===== src/rtl/seg_xlate_pkg.sv =====
package seg_xlate_pkg;
    localparam int NUM_PATHS = 2;
    localparam int PATH_FETCH = 0;
    localparam int PATH_DATA = 1;
    localparam int SEL_W = 3;

    typedef enum logic [SEL_W-1:0] {
        SEL_PBASE  = 3'd0,
        SEL_PLIM   = 3'd1,
        SEL_DBASE  = 3'd2,
        SEL_DLIM   = 3'd3,
        SEL_MODE   = 3'd4
    } cfg_sel_e;
endpackage


===== src/rtl/seg_cfg_regs.sv =====
module seg_cfg_regs
    import seg_xlate_pkg::*;
#(
    parameter int ADDR_W = 32
) (
    input  logic                                  clk,
    input  logic                                  rst_n,
    input  logic                                  priv_i,
    input  logic                                  we_i,
    input  logic [SEL_W-1:0]                      sel_i,
    input  logic [ADDR_W-1:0]                     wdata_i,
    output logic [ADDR_W-1:0]                     rdata_o,
    output logic                                  priv_err_o,
    output logic [NUM_PATHS-1:0][ADDR_W-1:0]      base_o,
    output logic [NUM_PATHS-1:0][ADDR_W-1:0]      lim_o,
    output logic                                  bare_o
);
    typedef struct packed {
        logic [NUM_PATHS-1:0][ADDR_W-1:0] base;
        logic [NUM_PATHS-1:0][ADDR_W-1:0] lim;
        logic                             bare;
        logic                             perr;
    } rf_t;

    rf_t st_d, st_q;
    logic wr_ok;

    assign wr_ok = we_i && priv_i;

    always_comb begin
        st_d = st_q;
        st_d.perr = we_i && !priv_i;
        if (wr_ok) begin
            case (sel_i)
                SEL_PBASE: st_d.base[PATH_FETCH] = wdata_i;
                SEL_PLIM:  st_d.lim[PATH_FETCH]  = wdata_i;
                SEL_DBASE: st_d.base[PATH_DATA]  = wdata_i;
                SEL_DLIM:  st_d.lim[PATH_DATA]   = wdata_i;
                SEL_MODE:  st_d.bare             = wdata_i[0];
                default:   st_d.bare             = st_q.bare;
            endcase
        end
    end

    always_ff @(posedge clk or negedge rst_n) begin
        if (!rst_n) begin
            st_q <= '{base: '0, lim: '0, bare: 1'b1, perr: 1'b0};
        end else begin
            st_q <= st_d;
        end
    end

    always_comb begin
        rdata_o = '0;
        if (priv_i) begin
            case (sel_i)
                SEL_PBASE: rdata_o = st_q.base[PATH_FETCH];
                SEL_PLIM:  rdata_o = st_q.lim[PATH_FETCH];
                SEL_DBASE: rdata_o = st_q.base[PATH_DATA];
                SEL_DLIM:  rdata_o = st_q.lim[PATH_DATA];
                SEL_MODE:  rdata_o = {{(ADDR_W-1){1'b0}}, st_q.bare};
                default:   rdata_o = '0;
            endcase
        end
    end

    assign priv_err_o = st_q.perr;
    assign base_o     = st_q.base;
    assign lim_o      = st_q.lim;
    assign bare_o     = st_q.bare;
endmodule


===== src/rtl/seg_path.sv =====
module seg_path #(
    parameter int ADDR_W = 32
) (
    input  logic              req_i,
    input  logic [ADDR_W-1:0] laddr_i,
    input  logic [ADDR_W-1:0] base_i,
    input  logic [ADDR_W-1:0] lim_i,
    input  logic              bare_i,
    output logic              mem_req_o,
    output logic [ADDR_W-1:0] paddr_o,
    output logic              viol_o
);
    logic in_range;

    always_comb begin
        in_range  = laddr_i < lim_i;
        viol_o    = req_i && !bare_i && !in_range;
        mem_req_o = req_i && (bare_i || in_range);
        paddr_o   = bare_i ? laddr_i : (base_i + laddr_i);
    end
endmodule


===== src/rtl/seg_xlate_top.sv =====
module seg_xlate_top
    import seg_xlate_pkg::*;
#(
    parameter int ADDR_W = 32
) (
    input  logic              clk,
    input  logic              rst_n,
    input  logic              cfg_priv_i,
    input  logic              cfg_we_i,
    input  logic [2:0]        cfg_sel_i,
    input  logic [ADDR_W-1:0] cfg_wdata_i,
    output logic [ADDR_W-1:0] cfg_rdata_o,
    output logic              priv_err_o,
    input  logic              if_req_i,
    input  logic [ADDR_W-1:0] if_addr_i,
    output logic              if_mem_req_o,
    output logic [ADDR_W-1:0] if_paddr_o,
    input  logic              dm_req_i,
    input  logic [ADDR_W-1:0] dm_addr_i,
    output logic              dm_mem_req_o,
    output logic [ADDR_W-1:0] dm_paddr_o,
    output logic              viol_o,
    output logic [1:0]        viol_code_o
);
    logic [NUM_PATHS-1:0][ADDR_W-1:0] seg_base_w;
    logic [NUM_PATHS-1:0][ADDR_W-1:0] seg_lim_w;
    logic                             bare_w;
    logic [NUM_PATHS-1:0]             req_w;
    logic [NUM_PATHS-1:0][ADDR_W-1:0] laddr_w;
    logic [NUM_PATHS-1:0]             mreq_w;
    logic [NUM_PATHS-1:0][ADDR_W-1:0] paddr_w;
    logic [NUM_PATHS-1:0]             viol_w;

    seg_cfg_regs #(.ADDR_W(ADDR_W)) u_regs (
        .clk        (clk),
        .rst_n      (rst_n),
        .priv_i     (cfg_priv_i),
        .we_i       (cfg_we_i),
        .sel_i      (cfg_sel_i),
        .wdata_i    (cfg_wdata_i),
        .rdata_o    (cfg_rdata_o),
        .priv_err_o (priv_err_o),
        .base_o     (seg_base_w),
        .lim_o      (seg_lim_w),
        .bare_o     (bare_w)
    );

    assign req_w[PATH_FETCH]   = if_req_i;
    assign req_w[PATH_DATA]    = dm_req_i;
    assign laddr_w[PATH_FETCH] = if_addr_i;
    assign laddr_w[PATH_DATA]  = dm_addr_i;

    for (genvar g = 0; g < NUM_PATHS; g++) begin : g_path
        seg_path #(.ADDR_W(ADDR_W)) u_path (
            .req_i     (req_w[g]),
            .laddr_i   (laddr_w[g]),
            .base_i    (seg_base_w[g]),
            .lim_i     (seg_lim_w[g]),
            .bare_i    (bare_w),
            .mem_req_o (mreq_w[g]),
            .paddr_o   (paddr_w[g]),
            .viol_o    (viol_w[g])
        );
    end

    assign if_mem_req_o = mreq_w[PATH_FETCH];
    assign if_paddr_o   = paddr_w[PATH_FETCH];
    assign dm_mem_req_o = mreq_w[PATH_DATA];
    assign dm_paddr_o   = paddr_w[PATH_DATA];
    assign viol_code_o  = viol_w;
    assign viol_o       = |viol_w;
endmodule


===== config.mk =====
export PLATFORM = sky130hd
export DESIGN_NAME = seg_xlate_top
export DESIGN_NICKNAME = d
export VERILOG_FILES = /design/src/rtl/seg_xlate_pkg.sv /design/src/rtl/seg_cfg_regs.sv /design/src/rtl/seg_path.sv /design/src/rtl/seg_xlate_top.sv
export SDC_FILE = /design/constraint.sdc
export NUM_CORES = 1
export LEC_CHECK = 0
export ABC_AREA = 0
export BUFFER_PORTS_ARGS = -buffer_cell sky130_fd_sc_hd__buf_4
export CAP_MARGIN = 5
export CORE_MARGIN = 8
export CORE_UTILIZATION = 50
export DETAILED_ROUTE_END_ITERATION = 8
export PLACE_DENSITY = 0.73
export REMOVE_ABC_BUFFERS = 1
export SLEW_MARGIN = 5
export SYNTH_ARGS = -nofsm -noshare
export SYNTH_HDL_FRONTEND = slang
export SYNTH_SLANG_ARGS = --single-unit

===== constraint.sdc =====
create_clock -name clk -period 6.2 [get_ports clk]
set_clock_uncertainty 0.15 [all_clocks]
set_input_delay 1.55 -clock clk [delete_from_list [all_inputs] [get_ports clk]]
set_output_delay 1.55 -clock clk [all_outputs]
set_load 0.005 [all_outputs]

Word level (Yosys, flattened, before mapping)
Index checks and enable logic that the tools add are counted.
{"block": "word_totals", "in_bits": 105, "ff_bits": 130, "word_cells": 39}
{"block": "op_classes", "n_lt_le_gt_ge": 2, "n_mux": 4, "eq_ne": 4, "addsub": 2, "n_reduce_logical": 21}
{"cell": "case mux 32 bit (5 select lines)", "n": 1}
{"cell": "two-way mux 32 bit", "n": 3}
{"cell": "adder 32 bit", "n": 2}
{"cell": "less-than comparator 32 bit", "n": 2}
{"cell": "AND reduction 2 bit", "n": 5}
{"cell": "logical AND 1 bit", "n": 8}
{"cell": "equality test 3 x 2 -> 1 bit (second input constant)", "n": 2}
{"cell": "zero test 1 bit", "n": 4}
{"cell": "equality test 3 x 1 -> 1 bit (second input constant)", "n": 1}
{"cell": "equality test 3 bit (second input constant)", "n": 1}
{"cell": "zero test 3 bit", "n": 1}
{"cell": "logical OR 1 bit", "n": 2}
{"cell": "OR reduction 2 bit", "n": 1}

Logic depth before layout (Yosys ltp)
{"block": "depth", "word_depth": 4, "depth_mapped": 12, "ltp_nobuf": 11}

Cells and area by module
From an unflattened synthesis, not the netlist that was laid out.
{"block": "unflattened", "cells_unflattened": 1294, "area_unflattened_um2": 12129.1}
{"module": "seg_cfg_regs", "cells_each": 431, "seq_area_each_um2": 3254.4, "instances": 1, "area_per_inst_um2": 6283.5}
{"module": "seg_path at g_path[0].u_path", "cells_each": 439, "seq_area_each_um2": 0.0, "instances": 1, "area_per_inst_um2": 2925.3}
{"module": "seg_path at g_path[1].u_path", "cells_each": 423, "seq_area_each_um2": 0.0, "instances": 1, "area_per_inst_um2": 2914.0}
{"module": "seg_xlate_top", "cells_each": 1, "seq_area_each_um2": 0.0, "instances": 1, "area_per_inst_um2": 6.3}

Least setup slack after synthesis
No wires, ideal clock.
{"block": "synth_timing", "path_type": "input-to-output", "start": "input port if_addr_i[0]", "end": "output port if_paddr_o[26]", "path_slack_ns": 0.513, "stages": 11, "arrival_ns": 3.987, "required_time_ns": 4.500, "path_buffers": 0, "path_cell_list": "ha_1 -> fa_1 -> a211oi_1 -> nor2_1 -> o311a_1 -> o22a_1 -> a311o_1 -> a21oi_1 -> o21ai_0 -> xnor2_1 -> o21ai_0"}
{"block": "synth_between", "elab_chain_len": 2}
{"element": "start: declaration", "line": "seg_xlate_top.sv:15", "rtl": "input logic [ADDR_W-1:0] if_addr_i,"}
{"element": "adder 32 bit", "line": "seg_path.sv:19", "rtl": "paddr_o = bare_i ? laddr_i : (base_i + laddr_i);"}
{"element": "two-way mux 32 bit", "line": "seg_path.sv:19"}
{"element": "end: declaration", "line": "seg_xlate_top.sv:17", "rtl": "output logic [ADDR_W-1:0] if_paddr_o,"}
No other way between the ends.

Worst setup path in the final report
{"block": "layout_timing", "start": "input port dm_addr_i[0]", "end": "output port dm_paddr_o[30]"}
{"block": "layout_between", "elab_chain_len": 2}
{"element": "start: declaration", "line": "seg_xlate_top.sv:19", "rtl": "input logic [ADDR_W-1:0] dm_addr_i,"}
{"element": "adder 32 bit", "line": "seg_path.sv:19"}
{"element": "two-way mux 32 bit", "line": "seg_path.sv:19"}
{"element": "end: declaration", "line": "seg_xlate_top.sv:21", "rtl": "output logic [ADDR_W-1:0] dm_paddr_o,"}
No other way between the ends.

==> key figures <==
Status
  • Status: completed

Routing
  • Drt drc: 0
  • DR WL met3: 2.68 mm
  • Via density per instance: 6.04
  • Antenna-violating nets left: 0
  • Final Routed Wirelength: 36.2 mm
  • DR WL/cell: 20.5 µm
  • DR vias: 10600
  • TritonRoute pass-1 iters: 5
  • Metal1 wirelength: around 15 mm
  • Initial detailed-routing violation count: 703
  • Met2 WL: 17.1 mm
  • Top layer in use: met4

Power and ir drop
  • Psw: around 1.8 mW
  • Clk pwr share: roughly a quarter
  • PwrDens: 334 mW/mm²
  • Tot Pwr: around 4.5 mW
  • Sw frac: 39.1%
  • Comb pwr share: 48.7%
  • Peak supply drop: between 0.2 and 0.25 mV
  • P_leak: 6.36 nW
  • Sequential share of power: about 28%
  • Internal power: 2.74 mW

Timing
  • Max-slew violation count: 0
  • Post-layout minimum cycle time: just over 6 ns
  • Worst Max-Slew Pin Slew: 0.963 ns
  • Max-slew headroom: 35.8%
  • Setup violators final: 0
  • Fmax: ~0.16 GHz
  • Final period utilization: between 90% and 100%
  • Final hold violations: 0

Logic synthesis
  • Synth Flop Type: dfrtp_1
  • Number of flops mapped to enable cells by yosys: 0
  • Netlist area before placement: 0.0110 mm²
  • Post-Syn Area per Cell: around 8.6 µm²
  • Synth warn: 0
  • Post-synth ARST share: 100%
  • Mapped Cells: roughly 1300
  • Sequential-to-total area share from yosys stat: 29.7%
  • Synthesized flop and latch total: 130
  • Number of distinct library cells after synthesis: 74

Setup path
  • Worst path required time: around 4.5 ns
  • Maximum fanout along the worst path: 4
  • Slowest cell on the critical path: fa_1
  • Crit path top cell by count: buf_4
  • Crit-path max cell delay: between 0.4 and 0.5 ns
  • Critical-path cell list: buf_4 > ha_1 > fa_1 > a21oi_2 > o211ai_1 > a211oi_4 > o31ai_4 > a21boi_2 > a31o_2 > a211oi_1 > or3_1 > a31o_1 > buf_4
  • Critical Path Sink Type: primary output
  • WS Path Type: in -> out
  • Worst setup SP type: primary input
  • Arr. time, crit path: 4.37 ns

Die
  • Rows: 54
  • Die Span X: 164 µm
  • Core area: 0.0217 mm²
  • Chip height: 164 µm
  • DIE AREA: 0.0269 mm²
  • Ports: 207
  • Initial core utilization: 50.5%

Clock network
  • Clock Tree Buf Depth: 2
  • Worst-path clk slew: 0.06 ns
  • Clk_lat worst skew: 0.42 ns
  • H-tree levels: 4
  • Postcts setup bufs: 0
  • Root Buffer: clkbuf_16
  • TritonCTS buffer count: 17
  • CTS tree: done
  • Clock sinks: 130

Global routing
  • First-pass GRT wire length: 56.9 mm
  • GRT Resource Usage Total: 26.9%
  • Largest net degree at the start of global routing: 80
  • Total grt overflow: 0
  • Vias in the first global route: around 11000
  • Initial antenna violation count: 0

Layout
  • Area growth syn-to-layout: 22.9%
  • Most frequent cells in the layout: buf_4, nand2_1, o21ai_0, dfrtp_1, ha_1
  • Most common cell after layout, fill and taps aside: buf_4
  • # diodes: 0
  • Core Util, Final: between 60% and 70%
  • Final #Nets: 1701
  • Share of cells above drive strength 1: 24.1%

Place
  • Port bufs: slightly above 200
  • DPL Wire Length: 27.7 mm
  • GPL Wtd Cong: roughly 0.9

Worst hold path
  • Worst min path class: reg -> reg

Flow run
  • MaxCap Viol Count: 0
## cell type report
type	count	area (µm²)
Multi-Input combinational cell	1014	7230
Clock inverter	11	153
Fill cell	1872	8230
Clock buffer	21	460
Inverter	78	293
Timing Repair Buffer	229	1720
Tap cell	280	350
Sequential cell	130	3260
## sequential cells by signal, summed over array words and instances (netlist names)
| signal | cells |
|---|---|
| u_regs.base_o | 64 |
| u_regs.lim_o | 64 |
| u_regs.bare_o | 1 |
| u_regs.priv_err_o | 1 |
## synth_stat cells (7+ instances only)
master | n | share of area [%]
a211oi_1 | 15 | 1.0
a21o_1 | 53 | 3.6
a21oi_1 | 89 | 4.1
a22oi_1 | 64 | 4.4
a31oi_1 | 11 | 0.63
and2_1 | 9 | 0.51
and3_1 | 14 | 0.80
clkbuf_1 | 47 | 1.6
dfrtp_1 | 129 | 29
ha_1 | 124 | 14
inv_1 | 78 | 2.7
mux2_2 | 68 | 7.0
nand2_1 | 157 | 5.4
nand2b_1 | 7 | 0.40
nand3_1 | 14 | 0.64
nand4_1 | 12 | 0.69
nor2_1 | 50 | 1.7
nor2b_1 | 9 | 0.51
nor3_1 | 18 | 0.82
o21a_1 | 8 | 0.55
o21ai_0 | 151 | 6.9
xnor2_1 | 27 | 2.2
xor2_1 | 23 | 1.8
## what timing repair did
item,in CTS,in global routing
hold buffers,0,0
endpoints found under the setup margin,0,7
gates resized for setup,0,5
## worst max-delay path: cells and delay by family
| kind | cells | cell delay [ns] |
|---|---|---|
| simple gates | 1 | 0.33 |
| fa+ha+maj | 2 | 0.67 |
| compound gates | 8 | 1.57 |
| buf+inv | 2 | 0.25 |
## power by group through the flow
stage | logic [mW] | clock network (mW) | registers (mW)
after floorplan | 1.34 | 0 | 1.20
after global placement | 2.13 | 0 | 1.24
after detailed placement | 2.16 | 0 | 1.25
after CTS | 2.18 | 1.06 | 1.24
after global routing | 2.42 | 1.10 | 1.27
final | 2.19 | 1.06 | 1.24
## routing by layer
metal	vias to the layer above	track usage (%)
li1	5040	-
met1	5076	34.4
met2	449	44.4
met3	75	4.51
met4	0	11.5
met5	-	0
## final timing paths
path	depth (start not counted)	slack, ns	start	to
max	13	0.13	dm_addr_i[0]	dm_paddr_o[30]
min	1	0.38	u_regs.base_o[38]	u_regs.base_o[38]
min reg2reg	1	0.38	u_regs.base_o[38]	u_regs.base_o[38]
min in group asynchronous	1	1.01	rst_n	u_regs.lim_o[35]
max in group asynchronous	2	3.60	rst_n	u_regs.base_o[15]
max reg2reg	2	4.12	u_regs.bare_o	u_regs.bare_o
## through the flow
step	hold slack [ns]	worst slack, ns	cell area (µm²)	std cells	TNS (ns)
3_5_place_dp	0.362	0.108	12800	1731	0
6_report	0.377	0.130	13500	1763	0
5_1_grt	0.394	-0.00693	13500	1763	-0.00693
2_1_floorplan	0.336	0.513	10700	1222	0
4_1_cts	0.375	0.0806	13400	1763	0
3_3_place_gp	0.355	0.0982	12800	1731	0
## cell families after synthesis
family | synth area share (%)
buffers and inverters | 4.64
AND/OR/NAND/NOR | 13.0
XOR/XNOR | 4.00
AO/OA/AOI/OAI | 26.6
flip-flops | 29.7
multiplexers | 7.50
adder cells (fa/ha/maj) | 14.5
(Power assumes the default switching activity.)
